## src/rtl/i2c_slv_pkg.sv

```systemverilog
package i2c_slv_pkg;

  typedef enum logic [3:0] {
    ST_IDLE,
    ST_ADDR,
    ST_PTR,
    ST_WDATA,
    ST_ACK,
    ST_RDATA,
    ST_MACK,
    ST_RLOAD,
    ST_IGNORE
  } slv_state_e;

  // Fixed identification contents of the read-only entries
  function automatic logic [7:0] id_value(input int unsigned idx);
    if (idx == 0) return 8'h05;
    return 8'(32'h50 + idx);
  endfunction

endpackage

```

## src/rtl/i2c_bus_sync.sv

```systemverilog
module i2c_bus_sync #(
  parameter int unsigned SYNC_STAGES = 2
) (
  input  logic clk_i,
  input  logic rst_ni,
  input  logic scl_i,
  input  logic sda_i,
  output logic scl_o,
  output logic sda_o,
  output logic scl_rise_o,
  output logic scl_fall_o,
  output logic start_o,
  output logic stop_o
);

  logic [SYNC_STAGES-1:0] scl_pipe, sda_pipe;
  logic scl_q, sda_q;

  generate
    if (SYNC_STAGES == 1) begin : g_one
      always_ff @(posedge clk_i or negedge rst_ni) begin
        if (!rst_ni) begin
          scl_pipe <= '1;
          sda_pipe <= '1;
        end else begin
          scl_pipe <= scl_i;
          sda_pipe <= sda_i;
        end
      end
    end else begin : g_multi
      always_ff @(posedge clk_i or negedge rst_ni) begin
        if (!rst_ni) begin
          scl_pipe <= '1;
          sda_pipe <= '1;
        end else begin
          scl_pipe <= {scl_pipe[SYNC_STAGES-2:0], scl_i};
          sda_pipe <= {sda_pipe[SYNC_STAGES-2:0], sda_i};
        end
      end
    end
  endgenerate

  always_ff @(posedge clk_i or negedge rst_ni) begin
    if (!rst_ni) begin
      scl_q <= 1'b1;
      sda_q <= 1'b1;
    end else begin
      scl_q <= scl_pipe[SYNC_STAGES-1];
      sda_q <= sda_pipe[SYNC_STAGES-1];
    end
  end

  assign scl_o      = scl_pipe[SYNC_STAGES-1];
  assign sda_o      = sda_pipe[SYNC_STAGES-1];
  assign scl_rise_o = scl_o & ~scl_q;
  assign scl_fall_o = ~scl_o & scl_q;
  // SDA edge while SCL held high across both samples
  assign start_o    = scl_o & scl_q & sda_q & ~sda_o;
  assign stop_o     = scl_o & scl_q & ~sda_q & sda_o;

  a_r11_start_stop_excl: assert property (@(posedge clk_i) disable iff (!rst_ni)
    $onehot0({start_o, stop_o, scl_rise_o, scl_fall_o}));

endmodule

```

## src/rtl/i2c_reg_bank.sv

```systemverilog
module i2c_reg_bank #(
  parameter int unsigned NUM_REGS = 16,
  parameter int unsigned RO_COUNT = 4,
  localparam int unsigned IDX_W   = $clog2(NUM_REGS)
) (
  input  logic             clk_i,
  input  logic             rst_ni,
  input  logic             we_i,
  input  logic [IDX_W-1:0] idx_i,
  input  logic [7:0]       wdata_i,
  output logic [7:0]       rdata_o,
  output logic             ro_o
);

  logic [7:0] mem [NUM_REGS];

  for (genvar i = 0; i < NUM_REGS; i++) begin : g_reg
    if (i < RO_COUNT) begin : g_ro
      assign mem[i] = i2c_slv_pkg::id_value(i);
    end else begin : g_rw
      logic [7:0] q;
      always_ff @(posedge clk_i or negedge rst_ni) begin
        if (!rst_ni)                              q <= 8'h00;
        else if (we_i && idx_i == IDX_W'(i))      q <= wdata_i;
      end
      assign mem[i] = q;
    end
  end

  assign rdata_o = mem[idx_i];
  assign ro_o    = int'(idx_i) < RO_COUNT;

  a_r6_no_ro_write: assert property (@(posedge clk_i) disable iff (!rst_ni)
    we_i |-> !ro_o);

endmodule

```

## src/rtl/i2c_slave_fsm.sv

```systemverilog
module i2c_slave_fsm
  import i2c_slv_pkg::*;
#(
  parameter logic [6:0]  DEV_ADDR = 7'h2A,
  parameter int unsigned IDX_W    = 4
) (
  input  logic             clk_i,
  input  logic             rst_ni,
  input  logic             scl_s_i,
  input  logic             sda_s_i,
  input  logic             scl_rise_i,
  input  logic             scl_fall_i,
  input  logic             start_i,
  input  logic             stop_i,
  input  logic [7:0]       rdata_i,
  input  logic             ro_i,
  output logic [IDX_W-1:0] idx_o,
  output logic             we_o,
  output logic [7:0]       wdata_o,
  output logic             sda_drive_o
);

  slv_state_e       state_q, next_q;
  logic [IDX_W-1:0] ptr_q;
  logic [3:0]       cnt_q;
  logic [7:0]       shift_q, tx_q;
  logic             drive_q, ack_on_q;
  logic             byte_done;
  logic [7:0]       rx_byte;

  assign rx_byte   = {shift_q[6:0], sda_s_i};
  assign byte_done = scl_rise_i && cnt_q == 4'd7;
  assign we_o      = state_q == ST_WDATA && byte_done && !ro_i;
  assign wdata_o   = rx_byte;
  assign idx_o     = ptr_q;
  assign sda_drive_o = drive_q;

  always_ff @(posedge clk_i or negedge rst_ni) begin
    if (!rst_ni) begin
      state_q  <= ST_IDLE;
      next_q   <= ST_IDLE;
      ptr_q    <= '0;
      cnt_q    <= '0;
      shift_q  <= '0;
      tx_q     <= '0;
      drive_q  <= 1'b0;
      ack_on_q <= 1'b0;
    end else if (start_i) begin
      state_q  <= ST_ADDR;
      cnt_q    <= '0;
      drive_q  <= 1'b0;
      ack_on_q <= 1'b0;
    end else if (stop_i) begin
      state_q  <= ST_IDLE;
      drive_q  <= 1'b0;
      ack_on_q <= 1'b0;
    end else begin
      unique case (state_q)
        ST_ADDR, ST_PTR, ST_WDATA: begin
          if (scl_rise_i) begin
            shift_q <= rx_byte;
            cnt_q   <= cnt_q + 4'd1;
          end
          if (byte_done) begin
            if (state_q == ST_ADDR) begin
              if (rx_byte[7:1] == DEV_ADDR) begin
                state_q <= ST_ACK;
                next_q  <= rx_byte[0] ? ST_RDATA : ST_PTR;
              end else begin
                state_q <= ST_IGNORE;
              end
            end else if (state_q == ST_PTR) begin
              ptr_q   <= rx_byte[IDX_W-1:0];
              state_q <= ST_ACK;
              next_q  <= ST_WDATA;
            end else if (ro_i) begin
              state_q <= ST_IGNORE;
            end else begin
              ptr_q   <= ptr_q + 1'b1;
              state_q <= ST_ACK;
              next_q  <= ST_WDATA;
            end
          end
        end
        ST_ACK: begin
          if (scl_fall_i) begin
            if (!ack_on_q) begin
              ack_on_q <= 1'b1;
              drive_q  <= 1'b1;
            end else begin
              ack_on_q <= 1'b0;
              cnt_q    <= '0;
              if (next_q == ST_RDATA) begin
                tx_q    <= rdata_i;
                drive_q <= ~rdata_i[7];
                state_q <= ST_RDATA;
              end else begin
                drive_q <= 1'b0;
                state_q <= next_q;
              end
            end
          end
        end
        ST_RDATA: begin
          if (scl_rise_i) cnt_q <= cnt_q + 4'd1;
          if (scl_fall_i) begin
            if (cnt_q == 4'd8) begin
              drive_q <= 1'b0;
              state_q <= ST_MACK;
            end else begin
              drive_q <= ~tx_q[3'(4'd7 - cnt_q)];
            end
          end
        end
        ST_MACK: begin
          if (scl_rise_i) begin
            if (!sda_s_i) begin
              ptr_q   <= ptr_q + 1'b1;
              state_q <= ST_RLOAD;
            end else begin
              state_q <= ST_IDLE;
            end
          end
        end
        ST_RLOAD: begin
          if (scl_fall_i) begin
            tx_q    <= rdata_i;
            drive_q <= ~rdata_i[7];
            cnt_q   <= '0;
            state_q <= ST_RDATA;
          end
        end
        default: ;
      endcase
    end
  end

  a_r10_drive_scl_low: assert property (@(posedge clk_i) disable iff (!rst_ni)
    ($changed(drive_q) && !$past(start_i) && !$past(stop_i)) |-> !$past(scl_s_i));

  a_r9_idle_silent: assert property (@(posedge clk_i) disable iff (!rst_ni)
    (state_q == ST_IDLE) |-> !drive_q);

  a_r3_ignore_silent: assert property (@(posedge clk_i) disable iff (!rst_ni)
    (state_q == ST_IGNORE) |-> !drive_q);

  a_r5_ptr_step: assert property (@(posedge clk_i) disable iff (!rst_ni)
    we_o |=> ptr_q == $past(ptr_q) + 1'b1);

endmodule

```

## src/rtl/i2c_reg_slave.sv

```systemverilog
module i2c_reg_slave #(
  parameter logic [6:0]  DEV_ADDR    = 7'h2A,
  parameter int unsigned NUM_REGS    = 16,
  parameter int unsigned RO_COUNT    = 4,
  parameter int unsigned SYNC_STAGES = 2
) (
  input  logic clk_i,
  input  logic rst_ni,
  input  logic scl_i,
  input  logic sda_i,
  output logic sda_drive_o
);

  localparam int unsigned IDX_W = $clog2(NUM_REGS);

  logic scl_s, sda_s, scl_rise, scl_fall, start, stop;
  logic we, ro;
  logic [IDX_W-1:0] idx;
  logic [7:0] wdata, rdata;

  i2c_bus_sync #(.SYNC_STAGES(SYNC_STAGES)) u_sync (
    .clk_i      (clk_i),
    .rst_ni     (rst_ni),
    .scl_i      (scl_i),
    .sda_i      (sda_i),
    .scl_o      (scl_s),
    .sda_o      (sda_s),
    .scl_rise_o (scl_rise),
    .scl_fall_o (scl_fall),
    .start_o    (start),
    .stop_o     (stop)
  );

  i2c_slave_fsm #(.DEV_ADDR(DEV_ADDR), .IDX_W(IDX_W)) u_fsm (
    .clk_i       (clk_i),
    .rst_ni      (rst_ni),
    .scl_s_i     (scl_s),
    .sda_s_i     (sda_s),
    .scl_rise_i  (scl_rise),
    .scl_fall_i  (scl_fall),
    .start_i     (start),
    .stop_i      (stop),
    .rdata_i     (rdata),
    .ro_i        (ro),
    .idx_o       (idx),
    .we_o        (we),
    .wdata_o     (wdata),
    .sda_drive_o (sda_drive_o)
  );

  i2c_reg_bank #(.NUM_REGS(NUM_REGS), .RO_COUNT(RO_COUNT)) u_bank (
    .clk_i   (clk_i),
    .rst_ni  (rst_ni),
    .we_i    (we),
    .idx_i   (idx),
    .wdata_i (wdata),
    .rdata_o (rdata),
    .ro_o    (ro)
  );

endmodule

```

## config.mk

```make
export PLATFORM = sky130hd
export DESIGN_NAME = i2c_reg_slave
export DESIGN_NICKNAME = d
export VERILOG_FILES = /design/src/rtl/i2c_slv_pkg.sv /design/src/rtl/i2c_bus_sync.sv /design/src/rtl/i2c_reg_bank.sv /design/src/rtl/i2c_slave_fsm.sv /design/src/rtl/i2c_reg_slave.sv
export SDC_FILE = /design/constraint.sdc
export NUM_CORES = 1
export LEC_CHECK = 0
export BUFFER_PORTS_ARGS = -buffer_cell sky130_fd_sc_hd__buf_2
export CAP_MARGIN = 5
export CORE_ASPECT_RATIO = 1.2
export CORE_UTILIZATION = 55
export DETAILED_ROUTE_END_ITERATION = 8
export PLACE_DENSITY = 0.71
export SKIP_CTS_REPAIR_TIMING = 1
export SYNTH_ARGS = -nofsm -noshare
export SYNTH_HDL_FRONTEND = slang
export SYNTH_SLANG_ARGS = --single-unit
```

## constraint.sdc

```tcl
create_clock -name clk_i -period 1.85 [get_ports clk_i]
set_input_delay 0.185 -clock clk_i [delete_from_list [all_inputs] [get_ports clk_i]]
set_output_delay 0.185 -clock clk_i [all_outputs]
set_load 0.005 [all_outputs]
```

==> results of run 1 <==
## sequential cells by signal (all words and copies together), names as in the netlist, 3 cells and up
signal and flops:
u_bank.g.g_rw.q 96, u_fsm.cnt_q 4, u_fsm.idx_o 4, u_fsm.next_q 3, u_fsm.shift_q 7, u_fsm.state_q 4, u_fsm.tx_q 8
## routing by layer
| metal | part of all wire | vias to the layer above |
|---|---|---|
| met3 | 0.033 | 43 |
| met5 | 0 | - |
| met2 | 0.52 | 112 |
| li1 | - | 1981 |
| met1 | 0.41 | 2348 |
| met4 | 0.036 | 0 |
## synth_stat cells, types with 9 or more instances
| master | number | area (um^2) |
|---|---|---|
| clkbuf_1 | 19 | 71.3 |
| a21oi_1 | 16 | 80.1 |
| mux2_2 | 56 | 631 |
| mux4_2 | 22 | 495 |
| nand2_1 | 47 | 176 |
| buf_2 | 9 | 45.0 |
| nand3_1 | 9 | 45.0 |
| mux2_1 | 52 | 586 |
| o21ai_0 | 18 | 90.1 |
| dfrtp_1 | 128 | 3200 |
| nor2_1 | 17 | 63.8 |
| inv_1 | 11 | 41.3 |
## stage by stage
stage	util	worst slack (ps)	hold WS [ps]	total power, mW	setup TNS, ps
finish	0.731	-232	295	8.40	-12990
floorplan	-	-93.9	-111	4.21	-3030
detailed placement	0.633	-281	169	4.99	-22800
global placement	0.633	-313	157	4.96	-23400
CTS	0.680	-312	-266	8.11	-25580
global route	0.731	-295	344	8.73	-19020
## report_power, final
group / leakage [nW] / internal (mW) / total (mW) / switching, mW
Clock: 0.263 / 1.91 / 3.14 / 1.23
Combinational: 1.91 / 0.898 / 2.03 / 1.13
Sequential: 1.83 / 3.10 / 3.24 / 0.140
Total: 4.00 / 5.90 / 8.40 / 2.50
## critical path, stage by stage (launching register included)
cell and delay (ps):
dfrtp_1 380, ha_4 160, nand2_4 60, nor3_4 200, nand4_1 200, buf_4 200, nor2_4 230, nand2_4 190
mux2_4 340
## kinds of logic after synthesis
kind of cell / count (synthesis) / synth area share
AO/OA/AOI/OAI: 67 / 0.0649
XOR/XNOR: 2 / 0.00270
adder cells (fa/ha/maj): 7 / 0.0135
buffers and inverters: 41 / 0.0267
flip-flops: 134 / 0.519
multiplexers: 138 / 0.287
AND/OR/NAND/NOR: 112 / 0.0869
## worst paths after layout
check / startpoint / endpoint / slack, ps / cells after the start
max: u_fsm.cnt_q[1] / u_bank.g_reg[14].g_rw.q[6] / -230 / 8
min: rst_ni / u_fsm.state_q[2] / 290 / 2
max reg2reg: u_fsm.cnt_q[1] / u_bank.g_reg[14].g_rw.q[6] / -230 / 8
min reg2reg: u_sync.sda_pipe[0] / u_sync.sda_pipe[1] / 360 / 0
max in group asynchronous: rst_ni / u_bank.g_reg[11].g_rw.q[1] / 940 / 3
min in group clk_i: u_sync.sda_pipe[0] / u_sync.sda_pipe[1] / 360 / 0
## area by class of cell
type | count | area, um^2
multi-input combinational | 326 | 3450
sequential | 134 | 3360
tap | 157 | 196
clock buffer | 23 | 468
inverter | 12 | 45.0
timing repair buffer | 91 | 813
fill | 756 | 3100
clock inverter | 9 | 77.6
==> summary.txt, run 1 <==
Run status
  – Status: finished with violations
  – Failing checks: negative setup slack

Layout
  – Design Area, Final: 8420 um^2
  – Most common cell after layout, fill and taps aside: dfrtp_1
  – Antenna fix cells: 0
  – Fin nets: 593
  – Non-filler cells, final: 752
  – Most frequent cells in the layout: 125 x dfrtp_1, 67 x mux2_4, 64 x buf_4
  – Layout cell share with drive strength beyond 1: 0.514
  – Synth-to-Final Area Change: 29.9%

GRT
  – GRT Max-Usage Layer: met2
  – First-pass GRT wire length: 24200 um
  – GRT Total Usage: 0.270
  – Met2 Use GR: 0.452
  – GR met3 Demand/Resource: 0.0513
  – Vias in the first global route: 4700
  – Antenna violations before repair: 0
  – Met1 usage: 0.322
  – Grt total ovfl: 0
  – Largest net degree at the start of global routing: 52

Floorplanning
  – Die width: 101 um
  – Die extent in y: 121 um
  – Core area: 11500 um^2
  – Die area: 12200 um^2
  – Row count: 43
  – Initial Util: 0.563
  – Top Ports: 5

Pwr
  – Pwr dens: 998 nW/um^2
  – Max VDD drop: 589 uV
  – Leak: 4.00 nW

Detailed routing
  – Initial DRC Count: 256
  – Vias: 4484
  – Drt pass-1 iters: 4
  – Vias per std cell: 5.96
  – WL final: 16200 um
  – Wire per inst: 21.5 um
  – Antenna Violating Nets Remaining: 0
  – # DRC: 0

STA
  – Fin crit share: 1.13
  – Final setup fails: 109
  – Slew Limit Fails: 0
  – Final Hold Viols: 0
  – RSZ-0062 raised after global routing: true
  – Clock skew: 6.05 ps
  – Worst-margin pin slew: 500 ps
  – Final worst setup slack: -232 ps
  – Normalized max-slew margin: 0.667
  – Crit path time final: 2080 ps
  – Max Fclk: 480 MHz

Worst setup path
  – Crit path kind: register to register
  – Crit Path Max Fanout: 8
  – Required @ worst endpoint: 2150 ps
  – Crit. End Element: register
  – Arrival time of the worst setup path: 2380 ps
  – Worst setup SP type: register

Clock tree
  – Clock transition at the registers of the reported paths: 60 ps
  – Clock Sinks: 134
  – CTS Buf Count: 17
  – Max Root-Sink Buffers: 2
  – Latest clock arrival within the worst-skew pair: 410 ps
  – CTS Root Cell: clkbuf_16
  – H-tree lvl count: 4
  – CTS tree: yes

Logic synthesis
  – Ys Warns: 0
  – Synthesis-stage register bit count: 134
  – Synth Instances: 501
  – Asr flop ratio synth: 1.00
  – Syn avg cell area: 12.9 um^2
  – Sequential-to-total area share from yosys stat: 0.519
  – Post-Syn Area: 6480 um^2
  – Number of synthesized flops with an enable pin: 0
  – Syn nets: 512
  – Post-synth cell types: 56
  – Post-synth top flop: dfrtp_1

Job
  – Max-Cap Viols: 0

Place
  – Count of input and output buffers: 4
  – DP Area: 7280 um^2
  – Placed cell count: 713
  – Post-DP HPWL: 10300 um
  – Gp weighted congestion: 0.897

Hold path
  – HP Class: primary input to async pin
Note: power is estimated with default switching activity, not from simulation.
==> run 2: changes to the inputs <==
- CORE_ASPECT_RATIO: 1.2 -> 0.8
- GPL_ROUTABILITY_DRIVEN: default -> 0
==> summary.txt, run 2 (same netlist as run 1, synthesis figures left out) <==
STA
  – Final setup fails: 114 (+4.6%)
  – Normalized max-slew margin: 0.684 (+0.0171)
  – Hold_ws: 276 ps (-18.2 ps)
  – Crit path time final: 2170 ps (+92.1 ps)
  – Clock skew: 12.0 ps (+5.98 ps)
  – Final worst setup slack: -324 ps (-92.1 ps)
  – Slew Limit Fails: 0 (unchanged)
  – Worst-margin pin slew: 474 ps (-25.7 ps)
  – RSZ-0062 raised after global routing: true
  – Final Hold Viols: 0 (unchanged)
  – Fin crit share: 1.18 (+0.0498)
  – Max Fclk: 460 MHz (-4.2%)

Clock tree
  – Latest clock arrival within the worst-skew pair: 420 ps (about the same)
  – Max Root-Sink Buffers: 2 (unchanged)
  – CTS Root Cell: clkbuf_16
  – CTS tree: yes
  – H-tree lvl count: 4 (unchanged)
  – Clock transition at the registers of the reported paths: 60 ps (about the same)
  – CTS Buf Count: 17 (unchanged)
  – Clock Sinks: 134 (unchanged)

Detailed routing
  – Antenna Violating Nets Remaining: 0 (unchanged)
  – Vias per std cell: 6.12 (+2.7%)
  – Wire per inst: 22.8 um (+5.8%)
  – Initial DRC Count: 366 (+43%)
  – # DRC: 0 (unchanged)
  – Drt pass-1 iters: 5 (+1)
  – WL final: 16800 um (+4.0%)
  – Vias: 4524 (+0.89%)

Floorplanning
  – Core area: 11500 um^2 (-0.35%)
  – Die extent in y: 99.1 um (-18%)
  – Die area: 12200 um^2 (about the same)
  – Initial Util: 0.565 (+0.00196)
  – Die width: 123 um (+22%)
  – Top Ports: 5 (unchanged)
  – Row count: 35 (-19%)

Layout
  – Antenna fix cells: 0 (unchanged)
  – Area occupied by multi-input gates: 3540 um^2 (+2.6%)
  – Synth-to-Final Area Change: 32.1%
  – Fin nets: 589 (-0.67%)
  – Most frequent cells in the layout: 126 x dfrtp_1, 72 x mux2_4, 56 x buf_4
  – Reg area: 3360 um^2 (about the same)
  – Leading registers by flop count: u_bank.g.g_rw.q (96), u_fsm.tx_q (8), u_fsm.shift_q (7)
  – Layout cell share with drive strength beyond 1: 0.536 (+0.0221)
  – Most common cell after layout, fill and taps aside: dfrtp_1
  – Top reg by flops: u_bank.g.g_rw.q
  – Fill cells: 680 (-10%)
  – Flip-flop count of the largest register after layout: 96 (unchanged)
  – Final core utilization: 0.746 (+0.0147)

Place
  – Count of input and output buffers: 4 (unchanged)
  – Post-DP HPWL: 10200 um (-1.2%)
  – Pre-CTS setup slack: -298 ps (-16.7 ps)

GRT
  – First-pass GRT wire length: 24500 um (+1.3%)
  – Antenna violations before repair: 0 (unchanged)
  – GRT Total Usage: 0.276 (+0.00656)
  – Vias in the first global route: 4554 (-3.1%)
  – Grt total ovfl: 0 (unchanged)
  – Largest net degree at the start of global routing: 48 (-7.7%)

Pwr
  – Pwr dens: 1000 nW/um^2 (+0.30%)
  – Total Power: 8.57 mW (+2.0%)
  – Max VDD drop: 813 uV (+38%)
  – Leak: 4.02 nW (+0.47%)

Hold path
  – HP Class: primary input to async pin

Worst setup path
  – Crit Path Max Fanout: 4 (-4)
  – CP max stage cell: dfstp_2
  – Crit path kind: register to register
  – Crit. End Element: register
  – Arrival time of the worst setup path: 2470 ps (+90 ps)
  – Worst-path cell chain: nand2b_4, buf_6, or3_1, a32o_2, or3_4, a31oi_4, o22ai_2
  – Required @ worst endpoint: 2140 ps (about the same)
  – Worst setup SP type: register
  – CP delay by family, top: simple AND/OR/NAND/NOR gates
  – Biggest cell delay along the critical path: 550 ps (+170 ps)
  – Worst Path Buf+Inv: 1 (unchanged)

Run status
  – Failing checks: negative setup slack
  – Status: finished with violations

Job
  – Max-Cap Viols: 0 (unchanged)
[run 2: changes by cell type in the layout (fill, tap and decap cells not counted), moves of 4 or more]
cell	delta
mux2_1	-4
nand2_2	+6
buf_12	+5
nand2_1	-5
buf_4	-8
mux2_4	+5
[run 2: cell type report]
type | instances | share of cell area
repair buffers | 87 | 0.101
clock inverters | 14 | 0.0151
flip-flops and latches | 134 | 0.393
clock buffers | 18 | 0.0502
inverters | 12 | 0.00526
well taps | 148 | 0.0216
multi-input cells | 326 | 0.414
[run 2: worst reg2reg max path: cells and delay by family (launching register included)]
family,cells,cell delay (ps)
simple gates,3,800
flops,1,550
compound gates,3,580
buf+inv,1,120
[run 2: final timing paths]
check / end / depth (start not counted) / slack (ps) / start
min in group clk_i: u_sync.scl_pipe[1] / 0 / 360 / u_sync.scl_pipe[0]
min: u_fsm.next_q[2] / 2 / 280 / rst_ni
max reg2reg: u_fsm.state_q[0] / 7 / -320 / u_sync.scl_pipe[1]
min reg2reg: u_sync.scl_pipe[1] / 0 / 360 / u_sync.scl_pipe[0]
max: u_fsm.state_q[0] / 7 / -320 / u_sync.scl_pipe[1]
max in group asynchronous: u_bank.g_reg[4].g_rw.q[5] / 3 / 950 / rst_ni
[run 2: layer usage]
metal / share of wire / global-route usage / vias to the layer above
met2: 0.49 / 0.412 / 132
met3: 0.035 / 0.0538 / 36
met1: 0.45 / 0.395 / 2371
met4: 0.027 / 0.121 / 0
met5: 0 / 0 / -
li1: - / - / 1985
[run 2: stage by stage]
step,cells,area (um^2),setup TNS [ps]
global placement,695,7240,-18090
CTS,727,7800,-27980
global route,739,8560,-32200
floorplan,501,6530,-3030
finish,739,8560,-21510
detailed placement,695,7240,-21380
[run 2: where the power goes]
| group | total [mW] | internal, mW | switching [mW] |
|---|---|---|---|
| Combinational | 2.16 | 0.959 | 1.20 |
| Clock | 3.18 | 1.86 | 1.33 |
| Sequential | 3.23 | 3.09 | 0.134 |
==> run 3: changes to the inputs <==
- BUFFER_PORTS_ARGS: -buffer_cell sky130_fd_sc_hd__buf_2 -> default
- DONT_BUFFER_PORTS: default -> 1
==> summary.txt, run 3 (same netlist as run 1, synthesis figures left out) <==
Layout
  – Layout cell share with drive strength beyond 1: 0.435 (-0.101)
  – Antenna fix cells: 0 (unchanged)
  – Non-filler cells, final: 736 (-0.41%)
  – Leading registers by flop count: u_bank.g.g_rw.q (96), u_fsm.tx_q (8), u_fsm.shift_q (7)
  – Most common cell after layout, fill and taps aside: dfrtp_1
  – Flip-flop count of the largest register after layout: 96 (unchanged)
  – Synth-to-Final Area Change: 25.5%
  – Top reg by flops: u_bank.g.g_rw.q
  – Fin nets: 586 (-0.51%)
  – Most frequent cells in the layout: 125 x dfrtp_1, 65 x buf_4, 55 x mux2_2

STA
  – Fin Setup TNS: -19920 ps (+1590 ps)
  – Final Hold Viols: 134 (+134)
  – Normalized max-slew margin: 0.734 (+0.0494)
  – Final worst setup slack: -308 ps (+16.6 ps)
  – Clock skew: 16.7 ps (+4.69 ps)
  – Fin crit share: 1.17 (-0.00899)
  – Crit path time final: 2160 ps (-16.6 ps)
  – Final setup fails: 104 (-8.8%)
  – Slew Limit Fails: 0 (unchanged)
  – Worst-margin pin slew: 397 ps (-77.2 ps)
  – Hold_ws: -543 ps (-819 ps)
  – RSZ-0062 raised after global routing: true
  – Max Fclk: 463 MHz (+0.77%)

Clock tree
  – Clock transition at the registers of the reported paths: 60 ps (about the same)
  – Max Root-Sink Buffers: 2 (unchanged)
  – CTS Buf Count: 17 (unchanged)
  – Clock Sinks: 134 (unchanged)
  – CTS Root Cell: clkbuf_16
  – Latest clock arrival within the worst-skew pair: 430 ps (about the same)
  – H-tree lvl count: 4 (unchanged)
  – CTS tree: yes

Detailed routing
  – Antenna Violating Nets Remaining: 0 (unchanged)
  – WL final: 14800 um (-12%)
  – Vias: 4375 (-3.3%)
  – Initial DRC Count: 385 (+5.2%)
  – Vias per std cell: 5.94 (-2.9%)
  – Wire per inst: 20.1 um (-12%)
  – # DRC: 0 (unchanged)
  – Drt pass-1 iters: 5 (unchanged)

GRT
  – Antenna violations before repair: 0 (unchanged)
  – First-pass GRT wire length: 23300 um (-5.0%)
  – Largest net degree at the start of global routing: 135 (+180%)
  – Vias in the first global route: 4418 (-3.0%)
  – GRT Total Usage: 0.261 (-0.0150)
  – Grt total ovfl: 0 (unchanged)

Run status
  – Failing checks: negative hold slack, negative setup slack
  – Status: finished with violations

Pwr
  – Max VDD drop: 728 uV (-10%)
  – Pwr dens: 1050 nW/um^2 (+4.5%)
  – Leak: 3.86 nW (-4.0%)

Floorplanning
  – Die width: 123 um (unchanged)
  – Row count: 35 (unchanged)
  – Initial Util: 0.565 (unchanged)
  – Core area: 11500 um^2 (unchanged)
  – Top Ports: 5 (unchanged)
  – Die extent in y: 99.1 um (unchanged)
  – Die area: 12200 um^2 (unchanged)

Worst setup path
  – Required @ worst endpoint: 2150 ps (about the same)
  – Crit. End Element: register
  – Crit Path Max Fanout: 8 (+4)
  – Crit path kind: register to register
  – CP max stage cell: dfstp_2
  – Arrival time of the worst setup path: 2460 ps (about the same)
  – Worst setup SP type: register
  – Worst-path cell chain: nand2b_4, nor3_2, nand4_1, buf_4, nor2_4, nand2_4, mux2_1
  – Biggest cell delay along the critical path: 550 ps (about the same)

Hold path
  – HP Class: primary input to async pin

Place
  – Placed cell count: 693 (-0.29%)
  – Count of input and output buffers: 0 (-4)
  – Post-DP HPWL: 9690 um (-4.9%)

Job
  – Max-Cap Viols: 0 (unchanged)
[run 3: changes by cell type in the layout (fill, tap and decap cells not counted), moves of 5 or more]
| cell | delta |
|---|---|
| buf_4 | +9 |
| buf_6 | -5 |
| mux2_1 | +47 |
| mux2_2 | +22 |
| mux2_4 | -69 |
| nand2_1 | +7 |
[run 3: final timing paths]
path	startpoint	slack, ps	endpoint	cells after the start
max	u_sync.scl_pipe[1]	-310	u_bank.g_reg[15].g_rw.q[4]	7
max in group asynchronous	rst_ni	2060	u_sync.scl_pipe[0]	0
min reg2reg	u_sync.scl_pipe[0]	370	u_sync.scl_pipe[1]	0
min in group clk_i	sda_i	300	u_sync.sda_pipe[0]	1
max reg2reg	u_sync.scl_pipe[1]	-310	u_bank.g_reg[15].g_rw.q[4]	7
min	rst_ni	-540	u_fsm.next_q[1]	0
[run 3: routing by layer]
layer	up-vias	routed length, um	global-route usage
li1	1994	-	-
met1	2241	6780	0.365
met2	114	7150	0.401
met3	26	621	0.0596
met4	0	267	0.0955
met5	-	0	0
[run 3: final cells by class]
cell class              count  area [um^2]
fillers                   738         3340
well taps                 148          185
clock buffers              19          443
multi-input cells         326         3180
repair buffers             84          773
inverters                  12         45.0
clock inverters            13          138
flip-flops and latches    134         3360
[run 3: worst max-delay path: cells and delay by family (launching register included)]
kind,cells,cell delay (ps)
mux,1,360
buf+inv,1,220
simple gates,5,920
flops,1,550
[run 3: power by group]
part           switching [mW]  total, mW  internal, mW
combinational            1.07       1.98         0.912
clock                    1.37       3.29          1.93
sequential              0.142       3.23          3.09
[run 3: per-stage QoR]
| stage | hold slack [ps] | setup WS (ps) | area, um^2 | power [mW] | utilization |
|---|---|---|---|---|---|
| detailed placement | -108 | -385 | 7210 | 4.92 | 0.628 |
| CTS | -554 | -406 | 7790 | 8.22 | 0.679 |
| floorplan | -111 | -93.9 | 6530 | 4.21 | - |
| global placement | -108 | -292 | 7210 | 4.88 | 0.628 |
| global route | -563 | -396 | 8130 | 8.86 | 0.709 |
| finish | -543 | -308 | 8130 | 8.51 | 0.709 |
